File: config.mk
export PLATFORM = sky130hd
export DESIGN_NAME = burst_addr_gen
export DESIGN_NICKNAME = d
export VERILOG_FILES = /design/src/rtl/bag_pkg.sv /design/src/rtl/bag_load_ctrl.sv /design/src/rtl/bag_beat_cnt.sv /design/src/rtl/bag_order.sv /design/src/rtl/burst_addr_gen.sv
export SDC_FILE = /design/constraint.sdc
export NUM_CORES = 1
export LEC_CHECK = 0
export BUFFER_PORTS_ARGS = -buffer_cell sky130_fd_sc_hd__buf_4
export CAP_MARGIN = 20
export CORE_ASPECT_RATIO = 1.25
export CORE_MARGIN = 2
export CORE_UTILIZATION = 46
export DETAILED_ROUTE_END_ITERATION = 16
export PLACE_DENSITY = 0.82
export SYNTH_ARGS = -nofsm -noshare
export SYNTH_HDL_FRONTEND = slang
export SYNTH_HIERARCHICAL = 1
export SYNTH_SLANG_ARGS = --single-unit
File: constraint.sdc
create_clock -name clk_i -period 2.78 [get_ports clk_i]
set_input_delay 0.278 -clock clk_i [delete_from_list [all_inputs] [get_ports clk_i]]
set_output_delay 0.278 -clock clk_i [all_outputs]
set_load 0.01 [all_outputs]
File: src/rtl/bag_pkg.sv
package bag_pkg;
  localparam int BEAT_W = 2;

  typedef enum logic {
    ORD_LINEAR     = 1'b0,
    ORD_INTERLEAVE = 1'b1
  } order_e;

  function automatic logic [BEAT_W-1:0] burst_low(
    input logic [BEAT_W-1:0] start,
    input logic [BEAT_W-1:0] beat,
    input order_e            ord
  );
    if (ord == ORD_INTERLEAVE) return start ^ beat;
    else                       return start + beat;
  endfunction
endpackage

File: src/rtl/bag_load_ctrl.sv
module bag_load_ctrl #(
  parameter int ADDR_W = 19
) (
  input  logic              clk_i,
  input  logic              rst_ni,
  input  logic              ld_pri_i,
  input  logic              ld_sec_i,
  input  logic              ce_i,
  input  logic [ADDR_W-1:0] addr_i,
  output logic              load_o,
  output logic [ADDR_W-1:0] base_o,
  output logic              active_o
);
  logic pri_sel;

  // processor-side strobe takes precedence; both paths load the same bus
  assign pri_sel = ld_pri_i;
  assign load_o  = pri_sel | ld_sec_i;

  always_ff @(posedge clk_i or negedge rst_ni) begin
    if (!rst_ni) begin
      base_o   <= '0;
      active_o <= 1'b0;
    end else if (load_o) begin
      base_o   <= addr_i;
      active_o <= ce_i;
    end
  end


  load_ok_chk: assert property (@(posedge clk_i) disable iff (!rst_ni)
    (load_o && ce_i) |=> (active_o && base_o == $past(addr_i)));


  no_ce_idle_chk: assert property (@(posedge clk_i) disable iff (!rst_ni)
    (load_o && !ce_i) |=> !active_o);


  base_hold_chk: assert property (@(posedge clk_i) disable iff (!rst_ni)
    !load_o |=> $stable(base_o));
endmodule

File: src/rtl/bag_beat_cnt.sv
module bag_beat_cnt
  import bag_pkg::*;
(
  input  logic              clk_i,
  input  logic              rst_ni,
  input  logic              load_i,
  input  logic              adv_i,
  input  logic              en_i,
  output logic [BEAT_W-1:0] beat_o
);
  localparam logic [BEAT_W-1:0] LAST_BEAT = '1;

  always_ff @(posedge clk_i or negedge rst_ni) begin
    if (!rst_ni)              beat_o <= '0;
    else if (load_i)          beat_o <= '0;
    else if (en_i && adv_i)   beat_o <= beat_o + 1'b1;
  end


  hold_chk: assert property (@(posedge clk_i) disable iff (!rst_ni)
    (!load_i && !adv_i) |=> $stable(beat_o));


  restart_chk: assert property (@(posedge clk_i) disable iff (!rst_ni)
    load_i |=> (beat_o == '0));


  idle_adv_chk: assert property (@(posedge clk_i) disable iff (!rst_ni)
    (!load_i && !en_i) |=> $stable(beat_o));


  wrap_chk: assert property (@(posedge clk_i) disable iff (!rst_ni)
    (!load_i && en_i && adv_i && beat_o == LAST_BEAT) |=> (beat_o == '0));
endmodule

File: src/rtl/bag_order.sv
module bag_order
  import bag_pkg::*;
(
  input  logic [BEAT_W-1:0] start_i,
  input  logic [BEAT_W-1:0] beat_i,
  input  order_e            ord_i,
  output logic [BEAT_W-1:0] low_o
);
  assign low_o = burst_low(start_i, beat_i, ord_i);
endmodule

File: src/rtl/burst_addr_gen.sv
module burst_addr_gen
  import bag_pkg::*;
#(
  parameter int ADDR_W = 19
) (
  input  logic              clk_i,
  input  logic              rst_ni,
  input  logic              ld_pri_i,
  input  logic              ld_sec_i,
  input  logic              ce_i,
  input  logic              adv_i,
  input  logic              interleave_i,
  input  logic [ADDR_W-1:0] addr_i,
  output logic [ADDR_W-1:0] addr_o,
  output logic [1:0]        beat_o,
  output logic              active_o
);
  logic              load;
  logic [ADDR_W-1:0] base;
  logic [BEAT_W-1:0] beat;
  logic [BEAT_W-1:0] low;
  order_e            ord;

  // mode pin is static and deliberately not registered
  assign ord = order_e'(interleave_i);

  bag_load_ctrl #(.ADDR_W(ADDR_W)) u_load (
    .clk_i    (clk_i),
    .rst_ni   (rst_ni),
    .ld_pri_i (ld_pri_i),
    .ld_sec_i (ld_sec_i),
    .ce_i     (ce_i),
    .addr_i   (addr_i),
    .load_o   (load),
    .base_o   (base),
    .active_o (active_o)
  );

  bag_beat_cnt u_cnt (
    .clk_i  (clk_i),
    .rst_ni (rst_ni),
    .load_i (load),
    .adv_i  (adv_i),
    .en_i   (active_o),
    .beat_o (beat)
  );

  bag_order u_ord (
    .start_i (base[BEAT_W-1:0]),
    .beat_i  (beat),
    .ord_i   (ord),
    .low_o   (low)
  );

  assign addr_o = {base[ADDR_W-1:BEAT_W], low};
  assign beat_o = beat;


  upper_fixed_chk: assert property (@(posedge clk_i) disable iff (!rst_ni)
    !(ld_pri_i || ld_sec_i) |=> $stable(addr_o[ADDR_W-1:BEAT_W]));


  first_beat_chk: assert property (@(posedge clk_i) disable iff (!rst_ni)
    (ld_pri_i && ce_i) |=> (addr_o == $past(addr_i) && beat_o == 2'd0));


  idle_beat_chk: assert property (@(posedge clk_i) disable iff (!rst_ni)
    !active_o |-> (beat_o == 2'd0));
endmodule

==> results of run 1 <==
## state kept, by name, indices dropped and copies added, names as in the netlist
name,cells
u_load/base_o,19
u_cnt/beat_o,2
u_load/active_o,1
## final cells by class
class                           count  area, sq um
Fill cell                         145          512
Timing Repair Buffer               49          370
Inverter                            1         3.75
Tap cell                           19         23.8
Sequential cell                    22          551
Clock buffer                        3         22.5
Multi-Input combinational cell     32          325
## power groups by stage
| stage | sequential [W] | clock, W | combinational (W) |
|---|---|---|---|
| after global placement | 0.000364 | 0 | 0.000128 |
| after floorplan | 0.000375 | 0 | 0.0000424 |
| final | 0.000360 | 0.000137 | 0.000130 |
| after global routing | 0.000363 | 0.000153 | 0.000140 |
| after CTS | 0.000359 | 0.000142 | 0.000133 |
| after detailed placement | 0.000366 | 0 | 0.000131 |
## final timing paths
kind | start | end | cells after the start
setup reg to reg | u_load/active_o$_DFFE_PN0P_ | u_cnt/beat_o[1]$_DFFE_PN0P_ | 2
min in group asynchronous | rst_ni | u_load/base_o[6]$_DFFE_PN0P_ | 2
max in group asynchronous | rst_ni | u_load/base_o[10]$_DFFE_PN0P_ | 2
hold reg to reg | u_load/base_o[3]$_DFFE_PN0P_ | u_load/base_o[3]$_DFFE_PN0P_ | 1
setup / recovery | u_cnt/beat_o[0]$_DFFE_PN0P_ | addr_o[1] | 4
hold / removal | addr_i[3] | u_load/base_o[3]$_DFFE_PN0P_ | 2
## cells in the final DEF (no fill, tap or decap)
cell type                        n
sky130_fd_sc_hd__nand3_2         1
sky130_fd_sc_hd__nor2_2          1
sky130_fd_sc_hd__dlygate4sd3_1   1
sky130_fd_sc_hd__mux2_2         19
sky130_fd_sc_hd__dfrtp_1        22
sky130_fd_sc_hd__mux2_1          1
sky130_fd_sc_hd__a21oi_1         1
sky130_fd_sc_hd__mux2_4          1
sky130_fd_sc_hd__clkbuf_4        3
sky130_fd_sc_hd__ha_1            1
sky130_fd_sc_hd__nor2_1          1
sky130_fd_sc_hd__nand3b_1        1
sky130_fd_sc_hd__nor2b_1         2
sky130_fd_sc_hd__xnor2_1         2
sky130_fd_sc_hd__inv_1           1
sky130_fd_sc_hd__buf_4          48
sky130_fd_sc_hd__a21bo_2         1
## cells by family (layout without fill, tap and decap cells)
| kind of cell | count (synthesis) | after routing | share of synthesized area |
|---|---|---|---|
| DFF | 22 | 22 | 0.610 |
| buffers and inverters | 3 | 53 | 0.0291 |
| adders and majority gates | 1 | 1 | 0.0139 |
| and+or+nand+nor | 6 | 6 | 0.0444 |
| AOI/OAI and AO/OA | 2 | 2 | 0.0166 |
| muxes | 21 | 21 | 0.266 |
| xor gates and xnor gates | 2 | 2 | 0.0194 |
## per-layer routing
metal	up-vias	part of all wire	track usage
met5	-	0	0
met4	0	0.0068	0.0758
met3	2	0.042	0.0205
met2	17	0.60	0.319
met1	315	0.35	0.160
li1	297	-	-
## timing repair
item / in CTS / in global routing
endpoints found under the setup margin: 0 / 0
hold endpoints to repair: 22 / 0
hold buffers: 1 / 0
buffers inserted: 0 / 0
## stage by stage
| stage | hold WS, ns | instances | area, sq um | setup slack (ns) |
|---|---|---|---|---|
| final | 0.192 | 126 | 1300 | 1.18 |
| after global routing | 0.179 | 126 | 1300 | 1.11 |
| after CTS | 0.186 | 126 | 1300 | 1.16 |
| after detailed placement | 0.183 | 122 | 1260 | 1.50 |
| after global placement | 0.177 | 122 | 1260 | 1.54 |
| after floorplan | -0.0176 | 57 | 902 | 1.53 |
==> run_results.csv, run 1 <==
group,metric,value,unit
synth,netlist_area_before_placement,902,sq um
power_and_ir_drop,p_leak,0.625,nW
cts,clk_path_buf_depth,2,
sta,fin_tns_setup,0,ns
floorplan,placeableCoreArea,1810,sq um
status,run_status,"finished, final reports clean",
grt,track_usage,0.160,
sta,grt_setup_unrepaired,"no",
place,hpwl,1.35,mm
sta,setup_viol,0,
synth,synth_largest_area_cell,"sky130_fd_sc_hd__dfrtp_1",
power_and_ir_drop,post-layout-total-power,0.000627,W
floorplan,floorplan.die.width,43.6,um
grt,global_route.overflow_total,0,
grt,pin_count_of_the_biggest_net_entering_global_routing,23,
synth,synth.cells.most_frequent,"22 x sky130_fd_sc_hd__dfrtp_1, 19 x sky130_fd_sc_hd__mux2_2, 2 x sky130_fd_sc_hd__buf_6, 2 x sky130_fd_sc_hd__nor2b_1, 2 x sky130_fd_sc_hd__xnor2_1",
power_and_ir_drop,ir_drop,0.376,mV
synth,syn_nets,84,
worst_setup_path,setup.worst_path.class,"reg -> out",
sta,finalHoldViolations,0,
synth,synth.lib_cells_used.distinct,15,
cts,ctsHtreeMaxLevel,1,
cells_and_area,finalNetCount,136,
floorplan,design.die.area,2330,sq um
route,route.vias.total,631,
floorplan,io_pins,48,
cts,tritoncts.num_buffers,3,
cts,tritoncts_clock_tree,"yes",
synth,synth_top_cells_by_area,"sky130_fd_sc_hd__dfrtp_1 61%, sky130_fd_sc_hd__mux2_2 24%, sky130_fd_sc_hd__buf_6 2.5%",
worst_setup_path,crit_path_max_incr_delay,0.45,ns
power_and_ir_drop,p_int,0.000476,W
synth,ys_seq_area_frac,0.610,
sta,max_slew_margin,0.812,
route,detail_route.wl_per_cell,14.1,um
cts,tritoncts_num_sinks,22,
route,post-route-drc-count,0,
worst_setup_path,cp.required,2.50,ns
sta,max_clock_freq,624,MHz
power_and_ir_drop,p_per_area,484,nW/um^2
worst_setup_path,worstPathArrival,1.33,ns
route,ant_nets,0,
cells_and_area,insertedDiodeCount,0,
synth,async_flop_share,1.00,
cells_and_area,post_route_cells_drive_above_1_share,0.692,
power_and_ir_drop,clock_power_share,0.219,
sta,timing.final.crit_share,0.577,
worst_setup_path,crit_path_end_kind,"primary output",
worst_setup_path,top_delay_family_on_crit_path,"flip-flops",
power_and_ir_drop,p_sw_frac,0.240,
place,gp_congestion,0.695,
cells_and_area,syn2layout_area_growth,43.7,%
sta,skew,0.00273,ns
floorplan,initial_utilization,0.499,
cts,clock_insertion_delay_worst_skew,0.29,ns
worst_setup_path,start_kind,"flip-flop",
synth,ys_seq_elements,22,
worst_setup_path,crit_path_cell_trace,"ha_1 -> nor2b_1 -> xnor2_1 -> buf_4",
cts,cts_root_buf,"sky130_fd_sc_hd__clkbuf_4",
min_path,hp-class,"in -> reg",
synth,post_synth_inst_count,57,
worst_setup_path,cp_slowest_cell,"sky130_fd_sc_hd__dfrtp_1",
synth,yosys.cell_count.top_type,"sky130_fd_sc_hd__dfrtp_1",
floorplan,row_count,17,
cts,clk_pin_slew_worst_paths,0.11,ns
power_and_ir_drop,net_switching_power_of_the_design,0.000150,W
sta,finalMaxSlewViolations,0,
floorplan,height_of_the_die,53.5,um
worst_setup_path,r2r_setup_slack,1.83,ns
route,detailed_route_iter0_violations,5,
sta,final_period_minus_worst_setup_slack,1.60,ns
synth,synth_top_flop_cell,"sky130_fd_sc_hd__dfrtp_1",
worst_setup_path,critPathBufInv,1,
sta,worstMarginPinSlew,0.282,ns
power_and_ir_drop,pwr-share-seq,0.573,
cells_and_area,fin_util,0.717,
worst_setup_path,critical_path_peak_fanout,5,
place,buffer_ports.inserted,47,
grt,first_pass_grt_wire_length,2.68,mm
synth,synth_edf_count,0,
route,detailed_route_vias_per_instance,5.01,
route,detail_route.wirelength,1.77,mm
job,cap_violations,0,
power_and_ir_drop,power_frac_comb,0.208,
synth,synth_warnings,6,
synth,synth_top_area_frac,0.610,
grt,grt_antenna_before_repair,0,
cts,postCtsResizedCells,0,
synth,syn_avg_cell_area,15.8,sq um
grt,grt_pass1_vias,640,
route,drt_first_pass_iters,2,
Power figures use the tool's default switching activity.
==> inputs of run 2 (changes only) <==
ABC_AREA = 1   (was default)
CORE_UTILIZATION = 40   (was 46)
PLACE_DENSITY = 0.74   (was 0.82)
clock period = 1.3 ns   (was 2.78 ns; I/O delays follow)
==> run_results.csv, run 2 <==
group,metric,value,unit
power_and_ir_drop,p_leak,0.725,nW
sta,max_clock_freq,689,MHz
route,detail_route.wirelength,2.33,mm
sta,timing.final.crit_share,1.12,
synth,synth.lib_cells_used.distinct,14,
synth,netlist_area_before_placement,963,sq um
floorplan,io_pins,48,
floorplan,placeableCoreArea,2230,sq um
cells_and_area,fillerInstances,209,
grt,first_pass_grt_wire_length,3.87,mm
synth,yosys.cell_count.top_type,"sky130_fd_sc_hd__nand2_1",
sta,fin_worst_hold_slack,0.0568,ns
status,run_status,"finished, violations left",
cts,tritoncts_num_sinks,22,
synth,synth_top_cells_by_area,"sky130_fd_sc_hd__dfrtp_1 57%, sky130_fd_sc_hd__nand2_1 19%, sky130_fd_sc_hd__o21ai_0 10%",
route,route.vias.total,909,
synth,synth_xor_xnor_area_share,0,
sta,max_slew_margin,0.819,
floorplan,height_of_the_die,58.9,um
sta,final_period_minus_worst_setup_slack,1.45,ns
sta,setup_ws,-0.151,ns
floorplan,design.die.area,2820,sq um
worst_setup_path,critPathBufInv,3,
synth,synth_top_family_by_area,"simple AND/OR/NAND/NOR gates",
route,detailed_route_iter0_violations,16,
synth,async_flop_share,1.00,
sta,finalHoldViolations,0,
synth,ys_seq_area_frac,0.571,
worst_setup_path,crit_path_cell_trace,"ha_1 -> inv_1 -> nor2_2 -> nand3_1 -> nand2_1 -> inv_1 -> buf_4",
synth,post_synth_inst_count,116,
worst_setup_path,worstPathArrival,1.32,ns
sta,skew,0.0000921,ns
cells_and_area,layout_top_registers,"u_load/base_o x19, u_cnt/beat_o x2, u_load/active_o x1",
cts,clk_path_buf_depth,2,
min_path,hp-class,"in -> reg",
worst_setup_path,crit_path_max_incr_delay,0.38,ns
cells_and_area,syn2layout_area_growth,43.0,%
synth,ys_seq_elements,22,
grt,track_usage,0.186,
route,drt_first_pass_iters,4,
cells_and_area,insertedDiodeCount,0,
floorplan,initial_utilization,0.431,
worst_setup_path,cp.required,1.17,ns
synth,synth_top_flop_cell,"sky130_fd_sc_hd__dfrtp_1",
worst_setup_path,setup.worst_path.class,"reg -> out",
status,violations,"negative setup slack",
synth,post_synth_adder_cell_area,0.0130,
route,ant_nets,0,
cts,tritoncts_clock_tree,"yes",
job,cap_violations,0,
grt,grt_antenna_before_repair,0,
synth,synth_edf_count,0,
cts,ctsHtreeMaxLevel,1,
cts,clock_insertion_delay_worst_skew,0.29,ns
grt,pin_count_of_the_biggest_net_entering_global_routing,23,
cells_and_area,mostFrequentLayoutCell,"sky130_fd_sc_hd__buf_4",
sta,grt_setup_unrepaired,"yes",
cts,tritoncts.num_buffers,3,
route,post-route-drc-count,0,
synth,synth.cells.most_frequent,"49 x sky130_fd_sc_hd__nand2_1, 22 x sky130_fd_sc_hd__dfrtp_1, 20 x sky130_fd_sc_hd__o21ai_0",
synth,synth_warnings,6,
grt,global_route.overflow_total,0,
grt,grt_pass1_vias,918,
route,detailed_route_vias_per_instance,4.66,
worst_setup_path,crit_path_end_kind,"primary output",
sta,worstMarginPinSlew,0.272,ns
worst_setup_path,critical_path_peak_fanout,2,
sta,setup_viol,1,
power_and_ir_drop,post-layout-total-power,0.00135,W
sta,fin_tns_setup,-0.151,ns
synth,synth-compound-area-share,0.109,
synth,synth-simple-area-share,0.239,
worst_setup_path,start_kind,"flip-flop",
power_and_ir_drop,ir_drop,0.691,mV
synth,synth_top_area_frac,0.571,
place,gp_congestion,0.713,
place,buffer_ports.inserted,47,
cells_and_area,layout_common_cells,"50 x sky130_fd_sc_hd__buf_4, 49 x sky130_fd_sc_hd__nand2_1, 22 x sky130_fd_sc_hd__dfrtp_1",
synth,synth_largest_area_cell,"sky130_fd_sc_hd__dfrtp_1",
worst_setup_path,cell_type_with_the_highest_occurrence_count_on_the_critical_path,"sky130_fd_sc_hd__inv_1",
place,detailedPlace.worstSlack,0.0877,ns
floorplan,floorplan.die.width,47.9,um
cts,cts_root_buf,"sky130_fd_sc_hd__clkbuf_4",
worst_setup_path,top_delay_family_on_crit_path,"flip-flops",
cts,clk_pin_slew_worst_paths,0.11,ns
cells_and_area,top_register,"u_load/base_o",
synth,syn_avg_cell_area,8.31,sq um
cells_and_area,post_route_cells_drive_above_1_share,0.341,
route,detail_route.wl_per_cell,12.0,um
cells_and_area,largest_register_ff_count,19,
power_and_ir_drop,p_per_area,982,nW/um^2
synth,muxShareOfSynthArea,0,
floorplan,row_count,19,
cells_and_area,finalNetCount,193,
synth,syn_nets,143,
sta,finalMaxSlewViolations,0,
worst_setup_path,cp_slowest_cell,"sky130_fd_sc_hd__dfrtp_1",
place,hpwl,1.74,mm
cells_and_area,fin_util,0.616,
==> run 2: cell count changes after synthesis, moves of 3 or more <==
| cell | previous run | this run |
|---|---|---|
| sky130_fd_sc_hd__o21ai_0 | 0 | 20 |
| sky130_fd_sc_hd__nand2_1 | 0 | 49 |
| sky130_fd_sc_hd__inv_1 | 1 | 8 |
| sky130_fd_sc_hd__nand3_1 | 0 | 3 |
| sky130_fd_sc_hd__mux2_2 | 19 | 0 |
==> run 2: cell type report <==
| type | count | area [sq um] | area share |
|---|---|---|---|
| Clock buffer | 3 | 22.5 | 0.0163 |
| Inverter | 8 | 30.0 | 0.0218 |
| Multi-Input combinational cell | 80 | 350 | 0.254 |
| Sequential cell | 22 | 551 | 0.400 |
| Tap cell | 31 | 38.8 | 0.0282 |
| Timing Repair Buffer | 51 | 385 | 0.280 |
==> run 2: cells by family after synthesis <==
group	count (synthesis)
AO/OA/AOI/OAI	21
flip-flops	22
adder cells (fa/ha/maj)	1
buffers and inverters	14
AND/OR/NAND/NOR	58
==> run 2: power breakdown <==
group          switching (W)  internal [W]  leakage [nW]
combinational       0.000138      0.000150         0.445
clock               0.000183      0.000108        0.0138
sequential         0.0000367      0.000737         0.267
total               0.000358      0.000994         0.725
==> run 2: worst paths after layout <==
check	slack, ns	cells past startpoint	from	end
min reg2reg	0.50	2	u_load/base_o[15]$_DFFE_PN0P_	u_load/base_o[15]$_DFFE_PN0P_
min	0.06	3	addr_i[0]	u_load/base_o[0]$_DFFE_PN0P_
max reg2reg	0.45	5	u_cnt/beat_o[0]$_DFFE_PN0P_	u_cnt/beat_o[1]$_DFFE_PN0P_
max	-0.15	7	u_load/base_o[0]$_DFFE_PN0P_	addr_o[1]
min in group asynchronous	0.24	2	rst_ni	u_load/base_o[9]$_DFFE_PN0P_
max in group asynchronous	0.84	2	rst_ni	u_cnt/beat_o[1]$_DFFE_PN0P_
==> run 2: repair_timing <==
| action | CTS | global route |
|---|---|---|
| gates resized for setup | 0 | 1 |
| endpoints found under the hold margin | 22 | 0 |
| hold buffers | 1 | 0 |
| setup buffers | 1 | 0 |
| setup endpoints to repair | 2 | 1 |
==> run 2: stage by stage <==
| step | instances | cell area [sq um] |
|---|---|---|
| CTS | 195 | 1380 |
| global route | 195 | 1380 |
| floorplan | 116 | 963 |
| finish | 195 | 1380 |
| detailed placement | 190 | 1340 |
| global placement | 190 | 1340 |
==> run 2: worst register-to-register path: cells and delay by family, from the launching register on <==
| family | cells | cell delay, ns |
|---|---|---|
| buffers and inverters | 1 | 0.15 |
| flip-flops | 1 | 0.39 |
| AND/OR/NAND/NOR | 4 | 0.21 |
==> run 2: metal layers <==
metal	track usage	wire [um]
met3	0.0245	141
met1	0.249	941
met4	0.0347	0
met5	0	0
met2	0.318	1250
